`config.mk`:
```
export PLATFORM = sky130hd
export DESIGN_NAME = wprot_top
export DESIGN_NICKNAME = d
export VERILOG_FILES = /design/src/rtl/wprot_pkg.sv /design/src/rtl/wprot_region.sv /design/src/rtl/wprot_policy.sv /design/src/rtl/wprot_stat_reg.sv /design/src/rtl/wprot_top.sv
export SDC_FILE = /design/constraint.sdc
export NUM_CORES = 1
export LEC_CHECK = 0
export BUFFER_PORTS_ARGS = -buffer_cell sky130_fd_sc_hd__buf_4
export CAP_MARGIN = 10
export CORE_AREA = 3 3 40 42
export CTS_BUF_LIST = sky130_fd_sc_hd__clkbuf_16
export DETAILED_ROUTE_END_ITERATION = 6
export DIE_AREA = 0 0 43 45
export GPL_TIMING_DRIVEN = 1
export PLACE_DENSITY = 0.76
export SLEW_MARGIN = 20
export SYNTH_ARGS = -nofsm -noshare
export SYNTH_HDL_FRONTEND = slang
export SYNTH_HIERARCHICAL = 1
export SYNTH_SLANG_ARGS = --single-unit
```
`constraint.sdc`:
```
create_clock -name clk -period 2.2 [get_ports clk]
set_input_delay 0.44 -clock clk [delete_from_list [all_inputs] [get_ports clk]]
set_output_delay 0.44 -clock clk [all_outputs]
set_load 0.05 [all_outputs]
```
`src/rtl/wprot_pkg.sv`:
```
// Package: wprot_pkg
// Shared bit positions of the status byte and the protect-code type.
// Assumes an 8-bit status byte; bit positions are fixed by the command set.
package wprot_pkg;
    localparam int STAT_W  = 8;
    localparam int LOCK_B  = 7;
    localparam int BPH_B   = 3;
    localparam int BPL_B   = 2;
    localparam int WEL_B   = 1;

    typedef enum logic [1:0] {
        PROT_NONE    = 2'b00,
        PROT_QUARTER = 2'b01,
        PROT_HALF    = 2'b10,
        PROT_ALL     = 2'b11
    } prot_e;
endpackage

```
`src/rtl/wprot_region.sv`:
```
// Module: wprot_region
// Decides whether an address lies in the region selected by the protect code.
// Assumes ADDR_W >= 2 so that the two top address bits exist.
module wprot_region #(
    parameter int ADDR_W = 17
) (
    input  wprot_pkg::prot_e   code,
    input  logic [ADDR_W-1:0]  addr,
    output logic               locked
);
    localparam int TOP = ADDR_W - 1;

    // Compare the top address bits against the selected fraction of the array.
    always_comb begin
        unique case (code)
            wprot_pkg::PROT_NONE:    locked = 1'b0;
            wprot_pkg::PROT_QUARTER: locked = &addr[TOP -: 2];
            wprot_pkg::PROT_HALF:    locked = addr[TOP];
            default:                 locked = 1'b1;
        endcase
    end
endmodule

```
`src/rtl/wprot_policy.sv`:
```
// Module: wprot_policy
// Combines latch, lock bit, write-protect input and region result into permits.
// Assumes all inputs are stable within the cycle; purely combinational.
module wprot_policy (
    input  logic wel,
    input  logic lock,
    input  logic wp_n,
    input  logic region_locked,
    output logic mem_ok,
    output logic stat_ok
);
    // Memory writes need the latch and an unprotected address.
    always_comb mem_ok = wel & ~region_locked;

    // Status writes need the latch, and a locked byte needs the input high.
    always_comb stat_ok = wel & (~lock | wp_n);
endmodule

```
`src/rtl/wprot_stat_reg.sv`:
```
// Module: wprot_stat_reg
// Holds the status byte: the enable latch plus seven data-written bits.
// Assumes strobes are one cycle wide; wr_ok is judged on the strobe cycle.
module wprot_stat_reg (
    input  logic                          clk,
    input  logic                          rst_n,
    input  logic                          wen_set,
    input  logic                          wen_clr,
    input  logic                          wr_stb,
    input  logic                          wr_ok,
    input  logic [wprot_pkg::STAT_W-1:0]  wr_data,
    output logic [wprot_pkg::STAT_W-1:0]  stat
);
    import wprot_pkg::*;

    logic                wel_q;
    logic [STAT_W-1:0]   body_q;
    logic [STAT_W-1:0]   body_mask;

    // Every bit except the latch is taken from the written value.
    always_comb begin
        body_mask        = '1;
        body_mask[WEL_B] = 1'b0;
    end

    // Enable latch: clear has priority over set.
    always_ff @(posedge clk) begin
        if (!rst_n)       wel_q <= 1'b0;
        else if (wen_clr) wel_q <= 1'b0;
        else if (wen_set) wel_q <= 1'b1;
    end

    // Data-written bits: load on an allowed status write.
    always_ff @(posedge clk) begin
        if (!rst_n)                 body_q <= '0;
        else if (wr_stb && wr_ok)   body_q <= wr_data & body_mask;
    end

    // Assemble the read-back byte.
    always_comb begin
        stat        = body_q;
        stat[WEL_B] = wel_q;
    end
endmodule

```
`src/rtl/wprot_top.sv`:
```
// Module: wprot_top
// Status byte with block write protection for a serial memory.
// Assumes decoded one-cycle command strobes from the serial front end.
module wprot_top #(
    parameter int ADDR_W = 17
) (
    input  logic              clk,
    input  logic              rst_n,
    input  logic              wp_n,
    input  logic              wen_set,
    input  logic              wen_clr,
    input  logic              stat_wr,
    input  logic [7:0]        stat_wdata,
    input  logic [ADDR_W-1:0] mem_addr,
    output logic [7:0]        stat_q,
    output logic              mem_wr_ok,
    output logic              stat_wr_ok
);
    import wprot_pkg::*;

    logic  region_locked;
    prot_e code;

    // Extract the protect code from the status byte.
    always_comb code = prot_e'({stat_q[BPH_B], stat_q[BPL_B]});

    wprot_stat_reg u_reg (
        .clk     (clk),
        .rst_n   (rst_n),
        .wen_set (wen_set),
        .wen_clr (wen_clr),
        .wr_stb  (stat_wr),
        .wr_ok   (stat_wr_ok),
        .wr_data (stat_wdata),
        .stat    (stat_q)
    );

    wprot_region #(.ADDR_W(ADDR_W)) u_region (
        .code   (code),
        .addr   (mem_addr),
        .locked (region_locked)
    );

    wprot_policy u_policy (
        .wel           (stat_q[WEL_B]),
        .lock          (stat_q[LOCK_B]),
        .wp_n          (wp_n),
        .region_locked (region_locked),
        .mem_ok        (mem_wr_ok),
        .stat_ok       (stat_wr_ok)
    );
endmodule

```
Word-level counts from Yosys, hierarchy flattened

Index checks and enable logic that the tools add are counted.

Eq/ne operators: 2
Multiplexer cells: 1
Bitwise logic cells: 6
Reduce and logical (&&, ||, !) cells: 4

Operators by type and width:

| kind                                                                   | count |
|---|---|
| 1-bit NOT                                                              | 3 |
| 1-bit case mux with 3 select lines                                     | 1 |
| 1-bit bitwise AND                                                      | 2 |
| 2-bit by 1-bit equality test with 1-bit output (second input constant) | 1 |
| 2-bit equality test (second input constant)                            | 1 |
| 2-bit logical NOT                                                      | 1 |
| 2-bit AND reduction                                                    | 1 |
| 2-bit OR reduction                                                     | 1 |
| 1-bit logical AND                                                      | 1 |
| 1-bit OR                                                               | 1 |

Register bits after elaboration: 8
Logic and storage cells: 15

Depth between registers and ports, before layout

Gate-level depths: netlist of the first run.

Word-level depth: 4
Mapped depth: 5
Gate-level depth less buffers: 4

By module

Netlist of the first run, hierarchy kept.

By module, submodules not included:

| module         | times used | cells each | area an instance (µm²) | sequential area each (µm²) |
|---|---|---|---|---|
| wprot_stat_reg | 1          | 36         | 354.1                  | 160.2 |
| wprot_policy   | 1          | 3          | 17.5                   | 0.0 |
| wprot_region   | 1          | 3          | 13.8                   | 0.0 |

Worst setup path before layout of the first run

No wires, ideal clock.

Path kind: register to register
From: register u_reg.wel_q
To: register u_reg.body_q[0]
Arrival: 1.909 ns
Data required time: 2.085 ns
Path slack: 0.175 ns
Cell stages (with the launch flop): 6
Clock period less this slack: 2.025 ns
Cells stage by stage: dfxtp_1 -> buf_4 -> a21boi_1 -> buf_4 -> and2_4 -> o21ai_2

Cells in the longest elaborated chain, start to end: 2

Ends and longest elaborated chain:

| item                     | line                 | RTL |
|---|---|---|
| start: declaration       | wprot_stat_reg.sv:16 | `logic wel_q;` |
| start signal: assignment | wprot_stat_reg.sv:28 | `if (!rst_n) wel_q <= 1'b0;` |
| start signal: assignment | wprot_stat_reg.sv:29 | `else if (wen_clr) wel_q <= 1'b0;` |
| start signal: assignment | wprot_stat_reg.sv:30 | `else if (wen_set) wel_q <= 1'b1;` |
| 1-bit bitwise AND        | wprot_policy.sv:16   | `always_comb stat_ok = wel & (~lock \| wp_n);` |
| named net stat_wr_ok     | wprot_top.sv:17      | `output logic stat_wr_ok` |
| 1-bit logical AND        | wprot_stat_reg.sv:36 | `else if (wr_stb && wr_ok) body_q <= wr_data & body_mask;` |
| end signal: assignment   | wprot_stat_reg.sv:36 |  |
| end: declaration         | wprot_stat_reg.sv:17 | `logic [STAT_W-1:0] body_q;` |

The timed path passes the listed nets, and every way through them passes these cells.
A chain may end at the register's enable or synchronous reset.

Final worst setup path of the first run

From: register u_reg.body_q[2]
To: output port mem_wr_ok

Cells in the longest elaborated chain, start to end: 4

Ends and longest elaborated chain:

| item                                        | line               | RTL |
|---|---|---|
| 2-bit equality test (tied with other cells) | wprot_region.sv:15 | `unique case (code)` |
| 1-bit case mux with 3 select lines (*)      | wprot_region.sv:15 |  |
| named net region_locked                     | wprot_top.sv:21    | `logic region_locked;` |
| 1-bit NOT (*)                               | wprot_policy.sv:13 | `always_comb mem_ok = wel & ~region_locked;` |
| 1-bit bitwise AND (*)                       | wprot_policy.sv:13 |  |
| end: declaration                            | wprot_top.sv:16    | `output logic mem_wr_ok,` |

The timed path passes the listed nets; every way through them passes the cells marked *.

==> flow_metrics.py, run 1 <==
metrics = {
    "worst_hold_path": {
        "whs_path_depth": 2,
        "min_from": "wen_clr",
        "holdCritPathClass": "in2reg",
        "hold_end": "u_reg/wel_q",
    },
    "detailed_routing": {
        "drt_first_pass_iters": 4,
        "dr_total_vias": 378,
        "routed_wirelength_um": 937,
        "ant_nets": 0,
        "routed_via_density": 4.67,
        "route.detailed.drc": 0,
        "detail_route.wl_per_cell_um": 11.6,
        "drt_iter0_markers": 1,
    },
    "floorplan": {
        "start_util_pct": 30.0,
        "row_count": 13,
        "pin_count": 41,
        "die_x_um": 43,
        "dieArea_mm2": 0.00194,
        "core_area_mm2": 0.00128,
        "die_h_um": 45,
    },
    "grt": {
        "grt_pass1_wl_um": 1510,
        "grt_use_total_pct": 11.1,
        "antenna_found_initial": 0,
        "grt.overflow.total": 0,
        "grt_pass1_vias": 372,
        "grt_max_degree": 16,
    },
    "clock_tree": {
        "post_cts_resized": 0,
        "clk_latency_ps": 230,
        "postCtsSetupBuffers": 0,
        "cts_hold_repair.buffers": 0,
        "cts_buffer_depth": 2,
        "cts.htree.levels": 1,
        "cts.sinks": 8,
        "clockRootBuffer": "clkbuf_16",
        "clk_pin_slew_worst_paths_ps": 40,
        "cts_made_buffers": 3,
        "tritoncts": "built",
    },
    "synthesis": {
        "synth_seq_cells": 8,
        "syn_area_um2": 385,
        "yosys_warnings": 6,
        "syn_area_per_cell_um2": 9.18,
        "syn-num-nets": 73,
        "synth-seq-area-share_pct": 41.6,
        "synth_cell_type_count": 14,
        "synth_cells": 42,
    },
    "setup_path": {
        "worstSetupEndpointType": "primary output",
        "cp.arrival_ps": 1040,
        "crit_required_ps": 1760,
        "r2r-start": "u_reg/wel_q",
        "start_kind": "flop",
        "r2r_end": "u_reg/body_q[4]",
        "worstPathMaxFanout": 4,
        "reg2regPathDepth": 4,
        "reg2reg_slack_ps": 1020,
        "critical_path_class": "reg2out",
    },
    "sta": {
        "hold_viol": 0,
        "skew_ps": 1.91,
        "fin_ws_ps": 716,
        "setup_tns_ps": 0,
        "setup_viol": 0,
        "max_freq_ghz": 0.674,
        "tightestPinTransition_ps": 165,
        "grt_setup_unrepaired": "false",
        "post-route-min-period_ps": 1480,
        "relSlewSlack_pct": 89.0,
        "maxSlewViolCount": 0,
        "min_period_over_period_pct": 67.5,
    },
    "placement": {
        "dp_slack_ps": 734,
        "portBuffers": 24,
        "dp_cells": 78,
        "place_hpwl_um": 697,
        "place.gp.congestion": 0.607,
    },
    "power": {
        "p_leak_nw": 0.292,
        "p_clk_share_pct": 57.5,
        "internal_power_mw": 0.413,
        "seq_power_share_pct": 29.4,
        "ir_worst_vdd_mv": 0.360,
        "pwr-share-comb_pct": 13.1,
        "power.share.switching_pct": 20.6,
        "powerDensity_mw_per_mm2": 826,
        "p_switching_mw": 0.107,
    },
    "flow_run": {
        "max_cap_violations": 0,
    },
    "final_layout": {
        "n_fill_cell": 135,
        "register_area_um2": 160,
        "drive_gt1_share_pct": 56.1,
        "final_nets": 99,
        "fin_util_pct": 49.0,
        "fin_cells": 81,
        "multiInputGateArea_um2": 184,
        "insertedDiodeCount": 0,
        "final_cell_mix": "25 x buf_4, 8 x nand2_1, 8 x dfxtp_1",
        "final_common_cell": "buf_4",
        "area_growth_pct": 63.3,
    },
    "status": {
        "outcome": "complete, no violations",
    },
}
-- synth_stat cells --
library cell	number	area, um2
and2_4	1	8.76
inv_1	1	3.75
nor3b_2	1	12.5
nand3_1	1	5.00
nand4_1	7	43.8
dfxtp_1	8	160
buf_4	2	15.0
nor2_1	1	3.75
a21boi_1	1	7.51
o21ai_1	1	5.00
nor2b_1	1	6.26
nand2_1	8	30.0
o21ai_2	7	61.3
buf_6	2	22.5
-- final cells by class --
class | count | share of cell area [%]
clock buffer | 3 | 11.9
inverter | 1 | 0.596
multi-input combinational | 29 | 29.2
sequential | 8 | 25.4
tap | 15 | 2.98
timing repair buffer | 25 | 29.8
-- cells by family after synthesis --
group | after synthesis | synth area share [%]
buf+inv | 5 | 10.7
simple gates | 20 | 28.6
compound gates | 9 | 19.2
flops | 8 | 41.6
-- critical path, stage by stage, from the launching register on --
cell and delay (ps):
dfxtp_1 320, o21ai_1 130, nand2_1 60, nor2b_1 100
buf_4 200
-- power groups by stage --
stage               Sequential [mW]  Combinational [mW]  Clock [mW]
floorplan                     0.165              0.0302           0
global placement              0.155              0.0677           0
detailed placement            0.155              0.0685           0
CTS                           0.153              0.0687       0.308
global route                  0.153              0.0728       0.314
finish                        0.153              0.0679       0.299
-- per-stage QoR --
stage          hold slack, ps  power (mW)  cell area, um2
2_1_floorplan             504       0.196             385
3_3_place_gp              449       0.223             554
3_5_place_dp              454       0.224             554
4_1_cts                   363       0.530             629
5_1_grt                   371       0.540             629
6_report                  368       0.520             629
-- how the worst max path moves through the flow --
| stage | from | endpoint | slack [ps] | cells after the start |
|---|---|---|---|---|
| detailed placement | mem_addr[16] | mem_wr_ok | 730 | 5 |
| global placement | mem_addr[16] | mem_wr_ok | 750 | 5 |
| global route | u_reg/body_q[2] | mem_wr_ok | 620 | 4 |
| finish | u_reg/body_q[2] | mem_wr_ok | 720 | 4 |
| floorplan | u_reg/wel_q | u_reg/body_q[0] | 180 | 5 |
| CTS | u_reg/wel_q | stat_wr_ok | 700 | 2 |
-- state kept, by name, indices dropped and copies added (netlist names) --
name	flops
u_reg/body_q	7
u_reg/wel_q	1
-- metal layers --
layer / GRT usage, % / wire length [um]
met4: 9.04 / 4
met1: 11.8 / 371
met2: 17.1 / 441
met5: 0 / 0
met3: 5.18 / 120
Power figures use the tool's default switching activity.
==> run 2: changes to the inputs <==
--- a/config.mk
+++ b/config.mk
@@ -7,12 +7,12 @@
 export LEC_CHECK = 0
 export BUFFER_PORTS_ARGS = -buffer_cell sky130_fd_sc_hd__buf_4
 export CAP_MARGIN = 10
-export CORE_AREA = 3 3 40 42
+export CORE_MARGIN = 3
+export CORE_UTILIZATION = 29
 export CTS_BUF_LIST = sky130_fd_sc_hd__clkbuf_16
 export DETAILED_ROUTE_END_ITERATION = 6
-export DIE_AREA = 0 0 43 45
 export GPL_TIMING_DRIVEN = 1
-export PLACE_DENSITY = 0.76
+export PLACE_DENSITY = 0.79
 export SLEW_MARGIN = 20
 export SYNTH_ARGS = -nofsm -noshare
 export SYNTH_HDL_FRONTEND = slang
==> constraint.sdc (replaced) <==
create_clock -name clk -period 1.35 [get_ports clk]
set_input_delay 0.27 -clock clk [delete_from_list [all_inputs] [get_ports clk]]
set_output_delay 0.27 -clock clk [all_outputs]
set_load 0.05 [all_outputs]
==> flow_metrics.py, run 2 (synthesized netlist as in run 1, its figures left out) <==
metrics = {
    "status": {
        "outcome": "complete, no violations",
    },
    "grt": {
        "antenna_found_initial": 0,
        "grt.overflow.total": 0,
        "grt_pass1_vias": 370,
        "grt_max_degree": 16,
        "grt_use_total_pct": 12.8,
        "grt_pass1_wl_um": 1640,
    },
    "floorplan": {
        "pin_count": 41,
        "die_h_um": 42.5,
        "start_util_pct": 32.9,
        "die_x_um": 42.5,
        "core_area_mm2": 0.00117,
        "dieArea_mm2": 0.00180,
        "row_count": 12,
    },
    "final_layout": {
        "final_cell_mix": "24 x buf_4, 8 x nand2_1, 7 x nand4_1, 7 x o21ai_2, 5 x dfxtp_1",
        "top_register": "u_reg/body_q",
        "multiInputGateArea_um2": 203,
        "reg_top3": "u_reg/body_q (7), u_reg/wel_q (1)",
        "final_common_cell": "buf_4",
        "fin_cells": 80,
        "n_fill_cell": 105,
        "drive_gt1_share_pct": 63.6,
        "insertedDiodeCount": 0,
        "largest_register_ffs": 7,
        "area_growth_pct": 69.8,
        "final_nets": 99,
        "design_area_um2": 654,
        "register_area_um2": 164,
    },
    "sta": {
        "skew_ps": 1.23,
        "tightestPinTransition_ps": 142,
        "grt_setup_unrepaired": "true",
        "relSlewSlack_pct": 90.5,
        "min_period_over_period_pct": 96.6,
        "max_freq_ghz": 0.767,
        "hold_viol": 0,
        "maxSlewViolCount": 0,
        "post-route-min-period_ps": 1300,
        "setup_viol": 0,
    },
    "clock_tree": {
        "clk_pin_slew_worst_paths_ps": 40,
        "cts.htree.levels": 1,
        "cts_hold_repair.buffers": 0,
        "cts.sinks": 8,
        "tritoncts": "built",
        "clockRootBuffer": "clkbuf_16",
        "cts_buffer_depth": 2,
        "clk_latency_ps": 230,
        "cts_made_buffers": 3,
    },
    "detailed_routing": {
        "drt_first_pass_iters": 4,
        "dr_total_vias": 383,
        "routed_wirelength_um": 1040,
        "drt_iter0_markers": 9,
        "routed_via_density": 4.79,
        "detail_route.wl_per_cell_um": 13.0,
        "ant_nets": 0,
        "route.detailed.drc": 0,
    },
    "setup_path": {
        "crit_required_ps": 1080,
        "cp.arrival_ps": 1030,
        "start_kind": "flop",
        "worstPathMaxFanout": 4,
        "critical_path_class": "reg2out",
        "worstSetupEndpointType": "primary output",
    },
    "power": {
        "ir_worst_vdd_mv": 0.577,
        "p_leak_nw": 0.300,
        "powerDensity_mw_per_mm2": 1310,
    },
    "worst_hold_path": {
        "holdCritPathClass": "in2reg",
    },
    "flow_run": {
        "max_cap_violations": 0,
    },
    "placement": {
        "portBuffers": 24,
        "dp_cells": 77,
        "place.gp.congestion": 0.749,
        "place_hpwl_um": 750,
        "dpl-instance-area_um2": 574,
    },
}
## run 2: critical path: stages, from the launching register on
cell,delay (ps)
dfxtp_2,320
o21ai_1,110
nand2_1,100
nor2b_4,110
buf_6,160
## run 2: final timing paths
path,from,endpoint,slack (ps),cells past startpoint
setup / recovery,u_reg/body_q[2],mem_wr_ok,50,4
setup reg to reg,u_reg/wel_q,u_reg/body_q[3],390,4
hold reg to reg,u_reg/body_q[0],u_reg/body_q[0],470,2
hold / removal,wen_clr,u_reg/wel_q,190,2
## run 2: what timing repair did
action | 4_1_cts | 5_1_grt
pin swaps | 0 | 2
setup endpoints to repair | 1 | 1
resized for setup | 1 | 1
setup buffers | 0 | 0
## run 2: area by class of cell
class / instances / area share [%]
multi-input combinational: 29 / 31.0
timing repair buffer: 25 / 29.3
sequential: 8 / 25.0
clock buffer: 3 / 11.5
tap: 14 / 2.68
inverter: 1 / 0.574
## run 2: metrics by stage
step	setup TNS (ps)	power (mW)	utilization (%)	setup slack, ps	hold slack (ps)
2_1_floorplan	-439	0.328	-	-72.5	332
3_3_place_gp	0	0.368	49.0	206	426
3_5_place_dp	0	0.370	49.0	192	429
4_1_cts	0	0.872	55.8	20.7	190
5_1_grt	-2.51	0.887	55.9	-2.51	198
6_report	0	0.858	55.9	45.8	193
## run 2: layer usage
metal	track usage, %	vias to the layer above	routed length, um
met1	13.8	163	413
met2	17.9	17	498
met3	5.15	6	79
met5	0	-	0
met4	13.0	0	45
li1	-	197	-
## run 2: power breakdown
part	leakage [nW]	total (mW)	internal, mW	switching [mW]
registers	0.0663	0.250	0.245	0.00498
logic	0.197	0.118	0.0521	0.0654
clock network	0.0370	0.491	0.381	0.110
total	0.300	0.858	0.678	0.180
